<file path="src/rtl/ecc_hm_pkg.sv">
package ecc_hm_pkg;
  localparam int BYTE_W     = 8;
  localparam int CODE_BYTES = 3;
  localparam int CODE_W     = BYTE_W * CODE_BYTES;
  localparam int ADDR_W     = 8;
  localparam int IDX_W      = 3;
  localparam int MASK_W     = 1 << IDX_W;
  localparam logic [BYTE_W-1:0] PAIR_FULL  = 8'h55;
  localparam logic [BYTE_W-1:0] PAIR_SHORT = 8'h54;

  typedef enum logic [1:0] {
    ST_CLEAN    = 2'b00,
    ST_DATA_FIX = 2'b01,
    ST_CODE_FIX = 2'b10,
    ST_UNCORR   = 2'b11
  } ecc_status_e;
endpackage

</file>
<file path="src/rtl/ecc_hm_pack.sv">
module ecc_hm_pack
  import ecc_hm_pkg::*;
#(
  parameter logic [CODE_W-1:0] FORCE_ONES = 24'h030000
) (
  input  logic [CODE_W-1:0] raw,
  output logic [CODE_W-1:0] packed_out
);
  logic [CODE_W-1:0] inv_w;

  always_comb begin
    inv_w      = ~raw | FORCE_ONES;
    // storage order: byte1, byte0, byte2
    packed_out = {inv_w[23:16], inv_w[7:0], inv_w[15:8]};
  end
endmodule

</file>
<file path="src/rtl/ecc_hm_classify.sv">
module ecc_hm_classify
  import ecc_hm_pkg::*;
(
  input  logic [CODE_W-1:0] syn,
  output ecc_status_e       cls,
  output logic [ADDR_W-1:0] addr,
  output logic [IDX_W-1:0]  idx
);
  logic [CODE_BYTES-1:0] pair_ok;
  logic [BYTE_W-1:0]     s0, s1, s2;

  assign s0 = syn[7:0];
  assign s1 = syn[15:8];
  assign s2 = syn[23:16];

  for (genvar b = 0; b < CODE_BYTES; b++) begin : g_pair
    localparam logic [BYTE_W-1:0] PM = (b == CODE_BYTES-1) ? PAIR_SHORT : PAIR_FULL;
    logic [BYTE_W-1:0] sb;
    assign sb         = syn[b*BYTE_W +: BYTE_W];
    assign pair_ok[b] = ((sb ^ (sb >> 1)) & PM) == PM;
  end

  for (genvar i = 0; i < 4; i++) begin : g_addr
    assign addr[ADDR_W-1-i] = s0[BYTE_W-1-2*i];
    assign addr[3-i]        = s1[BYTE_W-1-2*i];
  end

  for (genvar i = 0; i < IDX_W; i++) begin : g_idx
    assign idx[IDX_W-1-i] = s2[BYTE_W-1-2*i];
  end

  always_comb begin
    if (syn == '0)                 cls = ST_CLEAN;
    else if (&pair_ok)             cls = ST_DATA_FIX;
    else if ($countones(syn) == 1) cls = ST_CODE_FIX;
    else                           cls = ST_UNCORR;
  end
endmodule

</file>
<file path="src/rtl/ecc_hm_corrector.sv">
module ecc_hm_corrector
  import ecc_hm_pkg::*;
(
  input  logic              clk,
  input  logic              rst_n,
  input  logic              in_valid,
  input  logic [23:0]       stored_code,
  input  logic [23:0]       calc_code,
  input  logic [23:0]       acc_word,
  output logic [23:0]       packed_code,
  output logic              out_valid,
  output logic [1:0]        status,
  output logic              fix_strobe,
  output logic [7:0]        fix_addr,
  output logic [7:0]        fix_mask
);
  logic [CODE_W-1:0] syn;
  ecc_status_e       cls;
  logic [ADDR_W-1:0] cls_addr;
  logic [IDX_W-1:0]  cls_idx;

  ecc_status_e       status_d, status_q;
  logic [ADDR_W-1:0] addr_d, addr_q;
  logic [MASK_W-1:0] mask_d, mask_q;
  logic              valid_q;

  assign syn = calc_code ^ stored_code;

  ecc_hm_classify u_classify (
    .syn  (syn),
    .cls  (cls),
    .addr (cls_addr),
    .idx  (cls_idx)
  );

  ecc_hm_pack u_pack (
    .raw        (acc_word),
    .packed_out (packed_code)
  );

  always_comb begin
    status_d = cls;
    addr_d   = '0;
    mask_d   = '0;
    if (cls == ST_DATA_FIX) begin
      addr_d = cls_addr;
      mask_d = MASK_W'(1) << cls_idx;
    end
  end

  always_ff @(posedge clk or negedge rst_n) begin
    if (!rst_n) begin
      valid_q  <= 1'b0;
      status_q <= ST_CLEAN;
      addr_q   <= '0;
      mask_q   <= '0;
    end else begin
      valid_q <= in_valid;
      if (in_valid) begin
        status_q <= status_d;
        addr_q   <= addr_d;
        mask_q   <= mask_d;
      end
    end
  end

  assign out_valid  = valid_q;
  assign status     = status_q;
  assign fix_addr   = addr_q;
  assign fix_mask   = mask_q;
  assign fix_strobe = valid_q && (status_q == ST_DATA_FIX);

  a_r1_valid_follows: assert property (@(posedge clk) disable iff (!rst_n)
    in_valid |=> out_valid);
  a_r2_clean_result: assert property (@(posedge clk) disable iff (!rst_n)
    (in_valid && stored_code == calc_code) |=> (status == 2'b00 && !fix_strobe));
  a_r3_strobe_only_data: assert property (@(posedge clk) disable iff (!rst_n)
    fix_strobe |-> (status == 2'b01 && out_valid));
  a_r5_mask_onehot: assert property (@(posedge clk) disable iff (!rst_n)
    fix_strobe |-> $onehot(fix_mask));
  a_r6_code_fix: assert property (@(posedge clk) disable iff (!rst_n)
    (in_valid && $countones(stored_code ^ calc_code) == 1)
      |=> (status == 2'b10 && fix_mask == 8'h00 && !fix_strobe));
  a_r9_hold_idle: assert property (@(posedge clk) disable iff (!rst_n)
    !in_valid |=> (!out_valid && $stable(status) && $stable(fix_addr) && $stable(fix_mask)));
endmodule

</file>
<file path="config.mk">
export PLATFORM = sky130hd
export DESIGN_NAME = ecc_hm_corrector
export DESIGN_NICKNAME = d
export VERILOG_FILES = /design/src/rtl/ecc_hm_pkg.sv /design/src/rtl/ecc_hm_pack.sv /design/src/rtl/ecc_hm_classify.sv /design/src/rtl/ecc_hm_corrector.sv
export SDC_FILE = /design/constraint.sdc
export NUM_CORES = 1
export LEC_CHECK = 0
export ABC_AREA = 1
export BUFFER_PORTS_ARGS = -buffer_cell sky130_fd_sc_hd__buf_4
export CORE_ASPECT_RATIO = 1.2
export CORE_MARGIN = 4
export CORE_UTILIZATION = 40
export DETAILED_ROUTE_END_ITERATION = 8
export GPL_TIMING_DRIVEN = 0
export MAX_ROUTING_LAYER = met4
export PLACE_DENSITY_LB_ADDON = 0.12
export SLEW_MARGIN = 30
export SYNTH_ARGS = -nofsm -noshare
export SYNTH_HDL_FRONTEND = slang
export SYNTH_HIERARCHICAL = 1
export SYNTH_SLANG_ARGS = --single-unit
export TNS_END_PERCENT = 20
</file>
<file path="constraint.sdc">
create_clock -name clk -period 1.7 [get_ports clk]
set_input_delay 0.34 -clock clk [delete_from_list [all_inputs] [get_ports clk]]
set_output_delay 0.34 -clock clk [all_outputs]
set_load 0.005 [all_outputs]
</file>
==> impl_metrics.xml, run 1 <==
<?xml version="1.0" encoding="UTF-8"?>
<metrics>
  <group name="power">
    <metric name="power.density_cell_area" unit="mW/mm^2">1066</metric>
    <metric name="irDropWorstVdd" unit="uV">1348</metric>
    <metric name="cellLeakagePower" unit="nW">1.913</metric>
  </group>
  <group name="sta">
    <metric name="unrepaired_setup_endpoints_after_global_routing" unit="">yes</metric>
    <metric name="final_max_slew_viol_count" unit="">0</metric>
    <metric name="totalNegativeSetupSlack" unit="ns">-49.82</metric>
    <metric name="finalClockSkew" unit="ns">0</metric>
    <metric name="final.hold.worst_slack" unit="ns">0.2556</metric>
    <metric name="clock.fmax" unit="GHz">0.2149</metric>
    <metric name="final.setup.worst_slack" unit="ns">-2.954</metric>
    <metric name="final.period_utilization" unit="%">273.8</metric>
    <metric name="final-setup-viol-count" unit="">18</metric>
    <metric name="timing_hold_violations_final" unit="">0</metric>
    <metric name="finalCriticalPeriod" unit="ns">4.654</metric>
  </group>
  <group name="setup_path">
    <metric name="critPathLaunchType" unit="">primary input</metric>
    <metric name="setup.worst_path.start" unit="">calc_code[15]</metric>
    <metric name="reg2reg_from" unit="">fix_addr[4]$_DFFE_PN0P_</metric>
    <metric name="worst_endpoint_data_arrival_time" unit="ns">4.80</metric>
    <metric name="reg2reg_depth" unit="">2</metric>
    <metric name="critPathMostFrequentCell" unit="">sky130_fd_sc_hd__fa_1</metric>
    <metric name="r2r_slack" unit="ns">1.01</metric>
    <metric name="worstPathMaxFanout" unit="">5</metric>
    <metric name="timing.critical_path.slowest_stage_cell" unit="">sky130_fd_sc_hd__fa_1</metric>
    <metric name="critical_path.reg2reg.endpoint" unit="">fix_addr[4]$_DFFE_PN0P_</metric>
    <metric name="critical_path.endpoint_type" unit="">flip-flop</metric>
    <metric name="worstPathRequired" unit="ns">1.84</metric>
    <metric name="worst_setup_path_category" unit="">in -&gt; reg</metric>
    <metric name="cpPeakStageDelay" unit="ns">0.55</metric>
    <metric name="crit_chain" unit="">buf_8 &gt; xor2_4 &gt; fa_1 &gt; inv_2 &gt; fa_1 &gt; inv_2 &gt; fa_1 &gt; fa_1 &gt; inv_1 &gt; fa_1 &gt; inv_2 &gt; ha_4 &gt; fa_1 &gt; nor2_1 &gt; nand2_1 &gt; nor2_1 &gt; nand2_1 &gt; nor2_2 &gt; nor2_4 &gt; nand2_4 &gt; clkinv_4 &gt; nand3_2 &gt; nand2_1</metric>
  </group>
  <group name="final_layout">
    <metric name="finalCoreUtilization" unit="%">67.58</metric>
    <metric name="final_nets" unit="">502</metric>
    <metric name="insertedDiodeCount" unit="">0</metric>
    <metric name="fillers" unit="">444</metric>
    <metric name="area.growth.synth_to_final" unit="%">63.14</metric>
    <metric name="layout-drive-gt1-share" unit="%">45.66</metric>
  </group>
  <group name="yosys">
    <metric name="fraction_of_post_synthesis_cell_area_in_the_top_cell_type_by_area" unit="%">23.07</metric>
    <metric name="yosysUniqueCellTypes" unit="">20</metric>
    <metric name="yosys_most_used_dff" unit="">sky130_fd_sc_hd__dfrtp_1</metric>
    <metric name="synth_most_common_cell" unit="">sky130_fd_sc_hd__inv_1</metric>
    <metric name="avgSynthCellArea" unit="sq um">7.806</metric>
    <metric name="ys_seq_elements" unit="">19</metric>
    <metric name="synthCells" unit="">264</metric>
    <metric name="synth_top_area_cell" unit="">sky130_fd_sc_hd__dfrtp_1</metric>
    <metric name="synth-edff-count" unit="">0</metric>
    <metric name="synth_area" unit="sq mm">0.002061</metric>
    <metric name="post_synth_most_frequent_cells" unit="">sky130_fd_sc_hd__inv_1, sky130_fd_sc_hd__nand2_1, sky130_fd_sc_hd__xor2_1, sky130_fd_sc_hd__dfrtp_1</metric>
    <metric name="ys_seq_area_share" unit="%">23.07</metric>
    <metric name="yosys-top-cells-area" unit="">sky130_fd_sc_hd__dfrtp_1, sky130_fd_sc_hd__fa_1, sky130_fd_sc_hd__inv_1, sky130_fd_sc_hd__ha_1, sky130_fd_sc_hd__xor2_1</metric>
    <metric name="synthesis.yosys.warnings" unit="">6</metric>
    <metric name="async_reset_ff_share" unit="%">100.0</metric>
  </group>
  <group name="placed_design">
    <metric name="portBuffers" unit="">114</metric>
    <metric name="dpl_ws" unit="ns">-3.363</metric>
    <metric name="dp.final_hpwl" unit="um">4327</metric>
    <metric name="place.gp.congestion" unit="">0.8468</metric>
  </group>
  <group name="global_route">
    <metric name="grt_antenna_before_repair" unit="">0</metric>
    <metric name="grt-ovfl-total" unit="">0</metric>
    <metric name="gr-usage-all-layers" unit="%">15.97</metric>
    <metric name="first_pass_grt_wire_length" unit="um">7914</metric>
    <metric name="grt_max_degree" unit="">20</metric>
    <metric name="first_global_vias" unit="">1877</metric>
  </group>
  <group name="route">
    <metric name="avgViaCountPerCell" unit="">4.292</metric>
    <metric name="drt_drc_violations_left" unit="">0</metric>
    <metric name="dr_total_vias" unit="">1940</metric>
    <metric name="antenna_violating_nets_post_route" unit="">0</metric>
    <metric name="detail_route.iter0.violations" unit="">62</metric>
    <metric name="drt_pre_antenna_iters" unit="">4</metric>
    <metric name="wire_per_inst" unit="um">11.20</metric>
    <metric name="detail_route.wirelength" unit="um">5062</metric>
  </group>
  <group name="worst_hold_path">
    <metric name="timing.hold.worst_path_depth" unit="">1</metric>
    <metric name="hold_path.class" unit="">in -&gt; reg</metric>
    <metric name="whs_endpoint" unit="">out_valid$_DFF_PN0_</metric>
    <metric name="timing.hold.worst.start" unit="">in_valid</metric>
  </group>
  <group name="clocking">
    <metric name="clk_pin_slew_worst_paths" unit="ns">0.07</metric>
    <metric name="cts_made_buffers" unit="">3</metric>
    <metric name="clk_latency" unit="ns">0.25</metric>
    <metric name="cts_root_buf" unit="">sky130_fd_sc_hd__clkbuf_8</metric>
    <metric name="cts_max_path_buffers" unit="">2</metric>
    <metric name="cts.htree.levels" unit="">1</metric>
    <metric name="clock_tree_from_tritoncts" unit="">yes</metric>
    <metric name="clkSinkCount" unit="">19</metric>
  </group>
  <group name="outcome">
    <metric name="result_of_the_run" unit="">complete, but fails checks</metric>
    <metric name="violated_checks" unit="">negative setup slack</metric>
  </group>
  <group name="floorplan">
    <metric name="core_region_area" unit="sq mm">0.004975</metric>
    <metric name="die_area" unit="sq mm">0.006369</metric>
    <metric name="floorplan.die.width" unit="um">73.52</metric>
    <metric name="design.portCount" unit="">119</metric>
    <metric name="rows" unit="">28</metric>
    <metric name="initial_core_util" unit="%">41.42</metric>
    <metric name="chipHeight" unit="um">86.63</metric>
  </group>
  <group name="job">
    <metric name="max_cap_viol_count" unit="">0</metric>
  </group>
</metrics>
-- metal layers --
metal	track usage, %	up-vias	wire length, um
met2	30.00	54	3020
met1	18.21	889	1734
met5	-	-	0
met4	3.460	0	40
li1	-	993	-
met3	1.044	4	266
-- worst max path at each step --
stage / end / slack (ns)
6_report: fix_mask[6]$_DFFE_PN0P_ / -2.95
5_1_grt: fix_mask[6]$_DFFE_PN0P_ / -3.12
4_1_cts: fix_mask[5]$_DFFE_PN0P_ / -2.98
3_5_place_dp: fix_mask[5]$_DFFE_PN0P_ / -3.36
3_3_place_gp: fix_mask[5]$_DFFE_PN0P_ / -3.33
2_1_floorplan: fix_mask[6]$_DFFE_PN0P_ / -2.80
-- stage by stage --
stage                     power [mW]  instances  cell area, sq um
after floorplan                2.248        265              2093
after global placement         2.810        439              3024
after detailed placement       2.895        439              3024
after CTS                      3.291        446              3136
after global routing           4.012        452              3362
final                          3.583        452              3362
-- cell type report --
| type | instances | area (sq um) | area share, % |
|---|---|---|---|
| timing repair buffer | 121 | 937.1 | 27.87 |
| inverter | 76 | 290.3 | 8.634 |
| sequential | 19 | 475.5 | 14.14 |
| clock buffer | 4 | 45.04 | 1.340 |
| timing repair inverter | 1 | 6.256 | 0.1861 |
| tap | 60 | 75.07 | 2.233 |
| multi-input combinational | 157 | 1424 | 42.35 |
| buffer | 14 | 108.9 | 3.238 |
-- cell usage in the layout (no fill, tap or decap), types with 2 or more instances in the layout --
master / n
sky130_fd_sc_hd__inv_2: 12
sky130_fd_sc_hd__o21ai_0: 7
sky130_fd_sc_hd__buf_6: 6
sky130_fd_sc_hd__ha_1: 16
sky130_fd_sc_hd__xor2_2: 5
sky130_fd_sc_hd__buf_4: 127
sky130_fd_sc_hd__dfrtp_1: 19
sky130_fd_sc_hd__nand3_1: 5
sky130_fd_sc_hd__xor2_4: 7
sky130_fd_sc_hd__clkbuf_8: 3
sky130_fd_sc_hd__fa_1: 17
sky130_fd_sc_hd__nand2_2: 3
sky130_fd_sc_hd__nor2_2: 3
sky130_fd_sc_hd__conb_1: 2
sky130_fd_sc_hd__inv_1: 63
sky130_fd_sc_hd__nand2_1: 51
sky130_fd_sc_hd__nand3_2: 6
sky130_fd_sc_hd__nor2_1: 15
sky130_fd_sc_hd__nand4_1: 2
sky130_fd_sc_hd__xor2_1: 12
-- report_power, final --
group | switching, mW | internal (mW)
Clock | 0.136 | 0.166
Combinational | 1.50 | 1.30
Sequential | 0.00970 | 0.467
Total | 1.65 | 1.94
-- state kept, by name (all words and copies together), names as in the netlist --
register	count
fix_mask	8
fix_addr	8
status	2
out_valid	1
-- critical path, delay by kind of cell --
kind,cells,cell delay [ns]
adders and majority gates,7,3.10
and+or+nand+nor,9,0.79
buffers and inverters,6,0.40
xor gates and xnor gates,1,0.18
-- repair_timing --
| item | CTS | global route |
|---|---|---|
| endpoints found under the hold margin | 19 | 0 |
| pin swaps | 1 | 7 |
| setup endpoints to repair | 18 | 18 |
| buffers inserted | 1 | 5 |
| hold buffers | 1 | 0 |
| resized for setup | 7 | 37 |
| cloned | 1 | 1 |
-- cells by family (layout without fill, tap and decap cells) --
logic type | Yosys count | count (layout) | synth area share (%)
other | 1 | 2 | 0.1820
buffers and inverters | 90 | 216 | 19.19
AO/OA/AOI/OAI | 9 | 9 | 2.186
adder cells (fa/ha/maj) | 34 | 34 | 26.84
AND/OR/NAND/NOR | 87 | 88 | 18.34
XOR/XNOR | 24 | 24 | 10.20
flip-flops | 19 | 19 | 23.07
No activity file was read; power rests on OpenSTA's default activity.
==> run 2, diff against run 1 <==
--- a/config.mk
+++ b/config.mk
@@ -17,6 +17,5 @@
 export SLEW_MARGIN = 30
 export SYNTH_ARGS = -nofsm -noshare
 export SYNTH_HDL_FRONTEND = slang
-export SYNTH_HIERARCHICAL = 1
 export SYNTH_SLANG_ARGS = --single-unit
 export TNS_END_PERCENT = 20
==> run 2 against run 1 <==
Total power is 20% higher. Non-clock buffer count is 10 lower. The run still ends with negative setup slack left. Sequential cell count stayed put. Largest cell class unchanged. Maximum frequency is 7.0% higher. Count of clock-buffer cells in the layout stayed put. Clock skew stayed put.
==> impl_metrics.xml, run 2 <==
<?xml version="1.0" encoding="UTF-8"?>
<metrics>
  <group name="outcome">
    <metric name="result_of_the_run" unit="">complete, but fails checks</metric>
    <metric name="violated_checks" unit="">negative setup slack</metric>
  </group>
  <group name="clocking">
    <metric name="cts_made_buffers" unit="">3</metric>
    <metric name="clock_tree_from_tritoncts" unit="">yes</metric>
    <metric name="clk_pin_slew_worst_paths" unit="ns">0.06</metric>
    <metric name="clk_latency" unit="ns">0.25</metric>
    <metric name="cts_max_path_buffers" unit="">2</metric>
    <metric name="clkSinkCount" unit="">19</metric>
    <metric name="cts.htree.levels" unit="">1</metric>
    <metric name="cts_root_buf" unit="">sky130_fd_sc_hd__clkbuf_8</metric>
  </group>
  <group name="setup_path">
    <metric name="worst_endpoint_data_arrival_time" unit="ns">4.48</metric>
    <metric name="worstPathMaxFanout" unit="">3</metric>
    <metric name="worstPathRequired" unit="ns">1.83</metric>
    <metric name="timing.critical_path.slowest_stage_cell" unit="">sky130_fd_sc_hd__fa_1</metric>
    <metric name="cp_top_family" unit="">adder cells</metric>
    <metric name="critical_path.endpoint_type" unit="">flip-flop</metric>
    <metric name="critPathLaunchType" unit="">primary input</metric>
    <metric name="critPathMostFrequentCell" unit="">sky130_fd_sc_hd__fa_1</metric>
    <metric name="worst_setup_path_category" unit="">in -&gt; reg</metric>
    <metric name="cpPeakStageDelay" unit="ns">0.48</metric>
    <metric name="crit_buf_inv" unit="">9</metric>
    <metric name="crit_chain" unit="">buf_4 &gt; xor2_4 &gt; inv_1 &gt; ha_4 &gt; inv_2 &gt; fa_1 &gt; inv_1 &gt; fa_1 &gt; inv_1 &gt; fa_1 &gt; inv_1 &gt; fa_2 &gt; inv_2 &gt; fa_1 &gt; inv_2 &gt; ha_4 &gt; inv_2 &gt; fa_1 &gt; nand2_1 &gt; nor2_1 &gt; nand3_1 &gt; nand3_1 &gt; nand3_1</metric>
  </group>
  <group name="final_layout">
    <metric name="final_cell_count_no_fill" unit="">498</metric>
    <metric name="layout-drive-gt1-share" unit="%">44.26</metric>
    <metric name="final_nets" unit="">546</metric>
    <metric name="area.growth.synth_to_final" unit="%">61.65</metric>
    <metric name="commonest_non_fill_non_tap_cells_in_the_layout" unit="">sky130_fd_sc_hd__buf_4, sky130_fd_sc_hd__inv_1, sky130_fd_sc_hd__nand2_1</metric>
    <metric name="insertedDiodeCount" unit="">0</metric>
    <metric name="layout_commonest_cell" unit="">sky130_fd_sc_hd__buf_4</metric>
  </group>
  <group name="floorplan">
    <metric name="rows" unit="">30</metric>
    <metric name="floorplan.die.width" unit="um">77.61</metric>
    <metric name="core_region_area" unit="sq mm">0.005668</metric>
    <metric name="die_area" unit="sq mm">0.007104</metric>
    <metric name="initial_core_util" unit="%">41.04</metric>
    <metric name="chipHeight" unit="um">91.54</metric>
    <metric name="design.portCount" unit="">119</metric>
  </group>
  <group name="global_route">
    <metric name="gr-usage-all-layers" unit="%">15.87</metric>
    <metric name="first_pass_grt_wire_length" unit="um">9080</metric>
    <metric name="grt-ovfl-total" unit="">0</metric>
    <metric name="use_met3" unit="%">2.183</metric>
    <metric name="grtUsageMet1" unit="%">18.90</metric>
    <metric name="grtUsageMet2" unit="%">28.21</metric>
    <metric name="grt_antenna_before_repair" unit="">0</metric>
    <metric name="grt.busiest_layer" unit="">met2</metric>
    <metric name="first_global_vias" unit="">2078</metric>
    <metric name="grt_max_degree" unit="">20</metric>
  </group>
  <group name="placed_design">
    <metric name="place.gp.congestion" unit="">0.8313</metric>
    <metric name="dpl_ws" unit="ns">-3.101</metric>
    <metric name="dp.final_hpwl" unit="um">4713</metric>
    <metric name="dp.cells" unit="">489</metric>
    <metric name="portBuffers" unit="">114</metric>
  </group>
  <group name="route">
    <metric name="antenna_violating_nets_post_route" unit="">0</metric>
    <metric name="avgViaCountPerCell" unit="">4.203</metric>
    <metric name="detail_route.wirelength" unit="um">5418</metric>
    <metric name="detail_route.iter0.violations" unit="">59</metric>
    <metric name="dr_total_vias" unit="">2093</metric>
    <metric name="drt_pre_antenna_iters" unit="">4</metric>
    <metric name="drt_drc_violations_left" unit="">0</metric>
    <metric name="wire_per_inst" unit="um">10.88</metric>
  </group>
  <group name="sta">
    <metric name="final_max_slew_viol_count" unit="">0</metric>
    <metric name="final.hold.worst_slack" unit="ns">0.2420</metric>
    <metric name="final.period_utilization" unit="%">255.8</metric>
    <metric name="timing_hold_violations_final" unit="">0</metric>
    <metric name="final.setup.worst_slack" unit="ns">-2.649</metric>
    <metric name="final-setup-viol-count" unit="">1</metric>
    <metric name="totalNegativeSetupSlack" unit="ns">-2.649</metric>
    <metric name="unrepaired_setup_endpoints_after_global_routing" unit="">yes</metric>
    <metric name="finalClockSkew" unit="ns">0</metric>
    <metric name="finalCriticalPeriod" unit="ns">4.349</metric>
    <metric name="clock.fmax" unit="GHz">0.2299</metric>
  </group>
  <group name="yosys">
    <metric name="synth_most_common_cell" unit="">sky130_fd_sc_hd__inv_1</metric>
    <metric name="synth_top_area_cell" unit="">sky130_fd_sc_hd__dfrtp_1</metric>
    <metric name="yosys_most_used_dff" unit="">sky130_fd_sc_hd__dfrtp_1</metric>
    <metric name="avgSynthCellArea" unit="sq um">7.912</metric>
    <metric name="fraction_of_post_synthesis_cell_area_in_the_top_cell_type_by_area" unit="%">20.44</metric>
    <metric name="post_synth_most_frequent_cells" unit="">sky130_fd_sc_hd__inv_1, sky130_fd_sc_hd__nand2_1, sky130_fd_sc_hd__ha_1, sky130_fd_sc_hd__dfrtp_1, sky130_fd_sc_hd__fa_1</metric>
    <metric name="synth_area" unit="sq mm">0.002326</metric>
    <metric name="ys_seq_area_share" unit="%">20.44</metric>
    <metric name="yosysUniqueCellTypes" unit="">20</metric>
    <metric name="synthesis.yosys.warnings" unit="">0</metric>
    <metric name="async_reset_ff_share" unit="%">100.0</metric>
    <metric name="ys_seq_elements" unit="">19</metric>
    <metric name="synth-edff-count" unit="">0</metric>
    <metric name="yosys-top-cells-area" unit="">sky130_fd_sc_hd__dfrtp_1, sky130_fd_sc_hd__ha_1, sky130_fd_sc_hd__fa_1, sky130_fd_sc_hd__inv_1, sky130_fd_sc_hd__nand2_1</metric>
    <metric name="synthCells" unit="">294</metric>
  </group>
  <group name="power">
    <metric name="power.density_cell_area" unit="mW/mm^2">1146</metric>
    <metric name="irDropWorstVdd" unit="uV">3307</metric>
    <metric name="cellLeakagePower" unit="nW">2.066</metric>
  </group>
  <group name="worst_hold_path">
    <metric name="hold_path.class" unit="">in -&gt; reg</metric>
  </group>
  <group name="job">
    <metric name="max_cap_viol_count" unit="">0</metric>
  </group>
</metrics>
## run 2: layout make-up
class | instances | area (sq um)
flip-flops and latches | 19 | 475.5
inverters | 91 | 341.6
clock buffers | 4 | 45.04
fillers | 496 | 1908
repair buffers | 119 | 899.6
well taps | 80 | 100.1
plain buffers | 6 | 53.80
multi-input cells | 179 | 1844
## run 2: final timing paths
check	endpoint	slack [ns]	cells after the start	startpoint
setup / recovery	status[0]$_DFFE_PN0P_	-2.65	23	stored_code[9]
hold / removal	out_valid$_DFF_PN0_	0.24	1	in_valid
setup reg to reg	status[0]$_DFFE_PN0P_	1.02	2	status[0]$_DFFE_PN0P_
hold reg to reg	fix_addr[4]$_DFFE_PN0P_	0.49	2	fix_addr[4]$_DFFE_PN0P_
max in group asynchronous	fix_addr[0]$_DFFE_PN0P_	1.01	2	rst_n
min in group asynchronous	fix_mask[3]$_DFFE_PN0P_	0.50	2	rst_n
## run 2: cell families after synthesis
| kind of cell | synth area share (%) |
|---|---|
| compound gates | 4.841 |
| xor+xnor | 7.908 |
| fa+ha+maj | 34.10 |
| buf+inv | 16.62 |
| flops | 20.44 |
| other cells | 0.1612 |
| simple gates | 15.92 |
## run 2: per-stage QoR
step / util [%] / area (sq um) / total power, mW
after CTS: 64.00 / 3627 / 4.114
final: 66.34 / 3760 / 4.310
after global placement: 61.50 / 3486 / 3.658
after floorplan: - / 2530 / 2.963
after detailed placement: 61.50 / 3486 / 3.759
after global routing: 66.34 / 3760 / 5.018
## run 2: layer usage
| layer | vias up | wire (um) |
|---|---|---|
| met4 | 0 | 42 |
| li1 | 1074 | - |
| met5 | - | 0 |
| met2 | 58 | 2961 |
| met3 | 4 | 336 |
| met1 | 957 | 2078 |
## run 2: repair_timing
item / in CTS / in global routing
gates resized for setup: 12 / 15
pin swaps: 9 / 4
hold buffers: 1 / 0
hold endpoints to repair: 19 / 0
buffers inserted: 1 / 3
endpoints found under the setup margin: 2 / 14
## run 2: report_power, final
group / switching, mW / internal (mW)
logic: 1.90 / 1.63
registers: 0.0116 / 0.468
clock network: 0.133 / 0.166
total: 2.05 / 2.26
